===== src/rtl/persist_pkg.sv =====
package persist_pkg;

    typedef enum logic [2:0] {
        ST_PWRUP,
        ST_IDLE,
        ST_GRACE,
        ST_STORE,
        ST_CLEAR,
        ST_XFER,
        ST_DOWN
    } seq_state_t;

    typedef struct packed {
        logic store;
        logic clear;
        logic xfer;
    } eng_start_t;

    // SRAM access is allowed only in idle and during the grace window
    function automatic logic blocks_access(seq_state_t s);
        return (s != ST_IDLE) && (s != ST_GRACE);
    endfunction

    function automatic logic is_engine_step(seq_state_t s);
        return (s == ST_STORE) || (s == ST_CLEAR) || (s == ST_XFER);
    endfunction

    function automatic seq_state_t after_op(logic supply_good);
        return supply_good ? ST_IDLE : ST_DOWN;
    endfunction

endpackage


===== src/rtl/persist_count.sv =====
module persist_count #(
    parameter int LIMIT = 8
) (
    input  logic clk,
    input  logic rst,
    input  logic restart,
    input  logic run,
    output logic hit
);
    localparam int W = $clog2(LIMIT + 1);

    logic [W-1:0] cnt_q;

    always_ff @(posedge clk) begin
        if (rst || restart) begin
            cnt_q <= '0;
        end else if (run && !hit) begin
            cnt_q <= cnt_q + W'(1);
        end
    end

    assign hit = run && (cnt_q == W'(LIMIT - 1));

endmodule


===== src/rtl/persist_seq.sv =====
module persist_seq
    import persist_pkg::*;
#(
    parameter int GRACE_CYCLES   = 8,
    parameter int TIMEOUT_CYCLES = 64
) (
    input  logic clk,
    input  logic rst,
    input  logic supply_ok,
    input  logic sw_store_req,
    input  logic sw_recall_req,
    input  logic hw_line_in,
    input  logic sram_wr,
    input  logic store_done,
    input  logic clear_done,
    input  logic xfer_done,
    output logic mem_inhibit,
    output logic store_start,
    output logic clear_start,
    output logic xfer_start,
    output logic line_pull_low,
    output logic timeout_err
);
    seq_state_t state_q, state_d;
    eng_start_t start_q, start_d;
    logic       dirty_q, dirty_now, wr_taken, op_ok;
    logic       grace_hit, tmo_hit, restart;

    assign mem_inhibit   = blocks_access(state_q) || !supply_ok;
    assign wr_taken      = sram_wr && !mem_inhibit;
    assign dirty_now     = dirty_q || wr_taken;
    assign line_pull_low = (state_q == ST_GRACE) || (state_q == ST_STORE);
    assign restart       = (state_d != state_q);
    assign op_ok         = ((state_q == ST_STORE) && store_done) ||
                           ((state_q == ST_XFER) && xfer_done);

    persist_count #(.LIMIT(GRACE_CYCLES)) u_grace (
        .clk    (clk),
        .rst    (rst),
        .restart(restart),
        .run    (state_q == ST_GRACE),
        .hit    (grace_hit)
    );

    persist_count #(.LIMIT(TIMEOUT_CYCLES)) u_watch (
        .clk    (clk),
        .rst    (rst),
        .restart(restart),
        .run    (is_engine_step(state_q)),
        .hit    (tmo_hit)
    );

    always_comb begin
        state_d = state_q;
        unique case (state_q)
            ST_PWRUP, ST_DOWN: begin
                if (supply_ok) state_d = ST_CLEAR;
            end
            ST_IDLE: begin
                if (!supply_ok)                  state_d = dirty_q ? ST_STORE : ST_DOWN;
                else if (!hw_line_in && dirty_now) state_d = ST_GRACE;
                else if (sw_store_req && dirty_now) state_d = ST_STORE;
                else if (sw_recall_req)          state_d = ST_CLEAR;
            end
            ST_GRACE: begin
                if (!supply_ok || grace_hit) state_d = ST_STORE;
            end
            ST_STORE: begin
                if (store_done || tmo_hit) state_d = after_op(supply_ok);
            end
            ST_CLEAR: begin
                if (clear_done)   state_d = ST_XFER;
                else if (tmo_hit) state_d = after_op(supply_ok);
            end
            ST_XFER: begin
                if (xfer_done || tmo_hit) state_d = after_op(supply_ok);
            end
            default: state_d = ST_PWRUP;
        endcase
    end

    always_comb begin
        start_d.store = (state_d == ST_STORE) && (state_q != ST_STORE);
        start_d.clear = (state_d == ST_CLEAR) && (state_q != ST_CLEAR);
        start_d.xfer  = (state_d == ST_XFER)  && (state_q != ST_XFER);
    end

    always_ff @(posedge clk) begin
        if (rst) begin
            state_q     <= ST_PWRUP;
            start_q     <= '0;
            dirty_q     <= 1'b0;
            timeout_err <= 1'b0;
        end else begin
            state_q <= state_d;
            start_q <= start_d;
            if (op_ok)         dirty_q <= 1'b0;
            else if (wr_taken) dirty_q <= 1'b1;
            if (tmo_hit && !op_ok && !((state_q == ST_CLEAR) && clear_done))
                timeout_err <= 1'b1;
        end
    end

    assign store_start = start_q.store;
    assign clear_start = start_q.clear;
    assign xfer_start  = start_q.xfer;

endmodule


===== config.mk =====
export PLATFORM = sky130hd
export DESIGN_NAME = persist_seq
export DESIGN_NICKNAME = d
export VERILOG_FILES = /design/src/rtl/persist_pkg.sv /design/src/rtl/persist_count.sv /design/src/rtl/persist_seq.sv
export SDC_FILE = /design/constraint.sdc
export NUM_CORES = 1
export LEC_CHECK = 0
export BUFFER_PORTS_ARGS = -buffer_cell sky130_fd_sc_hd__buf_2
export CAP_MARGIN = 15
export CORE_MARGIN = 5
export CORE_UTILIZATION = 40
export CTS_BUF_LIST = sky130_fd_sc_hd__clkbuf_2 sky130_fd_sc_hd__clkbuf_4 sky130_fd_sc_hd__clkbuf_8
export DETAILED_ROUTE_END_ITERATION = 16
export PLACE_DENSITY = 0.6
export SYNTH_ARGS = -nofsm -noshare
export SYNTH_HDL_FRONTEND = slang
export SYNTH_SLANG_ARGS = --single-unit

===== constraint.sdc =====
create_clock -name clk -period 2.8 [get_ports clk]
set_input_delay 0.56 -clock clk [delete_from_list [all_inputs] [get_ports clk]]
set_output_delay 0.56 -clock clk [all_outputs]
set_load 0.005 [all_outputs]

==> flow_summary.toml <==
[global_route]
antenna_found_initial = 0
grt-ovfl-total = 0
track_usage_pct = 15.7
grt_max_degree = 19
grt_pass1_wl_um = 5510
grt_pass1_vias = 1160

[synth]
synth_cells = 150
synth_nets = 162
dominantRegCellSynth = "dfxtp_1"
avgSynthCellArea_um2 = 8.65
ys_seq_elements = 19
yosysWarnings = 0
yosys.cell_types.count = 55
netlist_area_um2 = 1300
async_flop_share_pct = 0
seq_area_frac_synth_pct = 29.3
synth_edf_count = 0

[flow_run]
maxCapViolCount = 0

[worst_setup_path]
cp_common_cell = "nand2_1"
r2r_start = "state_q[1]$_SDFF_PP0_"
worst_ep_required_time_ns = 3.00
worstSetupStartpointType = "flip-flop"
cp_slowest_cell = "dfxtp_1"
cp_num_buf_inv = 1
slowest_delay_ns = 0.46
crit_fanout = 13
critPathTopFamily = "simple AND/OR/NAND/NOR gates"
arrival_ns = 2.43
path_cells = "or2b_1 -> inv_1 -> nand2_1 -> o21ai_0 -> o31ai_1 -> nand2_1 -> nor4_2"
path_class = "flip-flop to flip-flop"
endpoint_kind = "flip-flop"
critPathLaunch = "state_q[1]$_SDFF_PP0_"

[min_path]
hp-class = "flip-flop to flip-flop"
hp-start = "timeout_err$_SDFFE_PP0P_"

[floorplan]
die_w_um = 67.0
start_util_pct = 42.2
coreArea_um2 = 3080
die_area_um2 = 4480
num_rows = 20
die_h_um = 67.0
io_pins = 16

[sta]
hold_viol = 0
setup_tns_ns = 0
setup_ws_ns = 0.570
worst_pin_slew_ns = 0.575
setup_viol = 0
slew_headroom_pct = 61.6
grt_setup_unrepaired = "no"
fin_worst_skew_ns = 0.0120
max_clock_freq_mhz = 448
slew_viol_final = 0
finalCriticalPeriod_ns = 2.23
fin_crit_sh_pct = 79.6

[clock_network]
htreeDepth = 1
cts-root-buf = "clkbuf_4"
clock_latency_ns = 0.30
cts.hold.buffers_added = 0
clk_pin_slew_worst_paths_ns = 0.09
numClockSinks = 19
cts_setup_buffers = 0
cts_tree = "yes"
cts_resized = 0
clock_path_buffers = 2
cts_made_buffers = 3

[status]
status = "finished, final reports clean"

[route]
num_vias = 1150
ant_nets = 0
firstDrtPassIters = 4
viasPerCell = 5.56
drtIter0Drc = 96
wl_per_cell_um = 14.8
routed_wirelength_um = 3060
drcViolationCount = 0

[place]
port_buffers = 15
dp.final_hpwl_um = 2410
gp_congestion = 0.855
dpl_worst_slack_ns = 0.550

[power]
p_sw_share_pct = 47.4
power_frac_comb_pct = 56.6
power.switching_uw = 565
internal-power_uw = 628
clkPwrFrac_pct = 12.2
power.density_nw_per_um2 = 836
p_seq_share_pct = 31.3
finalPower_mw = 1.19
ir_worst_vdd_v = 0.000375
leakagePower_nw = 0.556

[cells_and_area]
drive_gt1_share_pct = 21.5
final_cell_mix = "dfxtp_1, buf_2, nand2_1, nor3_1, nor2_1"
fill_cells = 321
mostFrequentLayoutCell = "dfxtp_1"
syn_to_final_growth_pct = 9.93
nets = 176
diodes = 0
state kept, by name (all words and copies together) (netlist names):
name           flops
timeout_err        1
dirty_q            1
store_start        1
clear_start        1
u_grace.cnt_q      4
u_watch.cnt_q      7
xfer_start         1
state_q            3
final cells by class:
cell class	instances	area, um^2	share of cell area, %
Multi-Input combinational cell	119	863	60.5
Sequential cell	19	380	26.7
Timing Repair Buffer	15	75.1	5.26
Tap cell	44	55.1	3.86
Clock buffer	4	30.0	2.11
Inverter	6	22.5	1.58
kinds of logic (layout without fill, tap and decap cells):
kind of cell               count (synthesis)  count (layout)  synth area share [%]
and+or+nand+nor                           72              72                  34.8
adders and majority gates                  2               2                  1.93
xor gates and xnor gates                   8               8                  5.40
AOI/OAI and AO/OA                         33              33                  20.3
muxes                                      4               4                  4.05
DFF                                       19              19                  29.3
buffers and inverters                     12              25                  4.15
power by group through the flow:
stage          logic [mW]  clock network [mW]  registers (mW)
5_1_grt             0.761               0.162           0.382
4_1_cts             0.677               0.149           0.371
3_3_place_gp        0.655                   0           0.379
3_5_place_dp        0.674                   0           0.378
6_report            0.675               0.145           0.373
2_1_floorplan       0.568                   0           0.332
stage by stage:
| stage | instances | util [%] | hold WS [ns] | cell area [um^2] |
|---|---|---|---|---|
| global placement | 203 | 45.4 | 0.452 | 1400 |
| finish | 207 | 46.3 | 0.490 | 1430 |
| CTS | 207 | 46.3 | 0.495 | 1430 |
| global route | 207 | 46.3 | 0.501 | 1430 |
| floorplan | 150 | - | 0.438 | 1300 |
| detailed placement | 203 | 45.4 | 0.461 | 1400 |
worst min-delay path, stage by stage (launching register included):
cell	delay (ns)
dfxtp_1	0.34
nor2_1	0.05
nor2_1	0.07
cells in the mapped netlist (2+ instances only):
cell,instances,share of area [%]
and4b_1,2,1.5
nor3_2,3,2.3
a21oi_1,7,2.7
nor3_1,12,4.6
o21ai_0,6,2.3
nor2_1,10,2.9
nand2b_1,4,1.9
xor2_1,5,3.4
a21o_1,3,1.7
nand3_1,3,1.2
inv_1,6,1.7
xnor2_1,3,2.0
nand4_1,3,1.4
and3b_1,2,1.4
buf_2,4,1.5
ha_1,2,1.9
nand2_1,14,4.1
dfxtp_1,19,29
nor2b_1,4,1.9
mux2i_1,3,2.3
per-layer routing:
metal / track usage (%) / vias to the layer above / share of wire [%]
met4: 4.30 / 0 / 1.0
li1: - / 579 / -
met5: 0 / - / 0
met2: 25.0 / 26 / 46
met1: 21.2 / 539 / 48
met3: 3.37 / 6 / 5.6
final timing paths:
check | cells after the start | endpoint | slack, ns
max | 7 | u_watch.cnt_q[4]$_SDFFE_PP0P_ | 0.57
min | 2 | timeout_err$_SDFFE_PP0P_ | 0.49
max reg2reg | 7 | u_watch.cnt_q[4]$_SDFFE_PP0P_ | 0.57
min reg2reg | 2 | timeout_err$_SDFFE_PP0P_ | 0.49
Power figures use the tool's default switching activity.
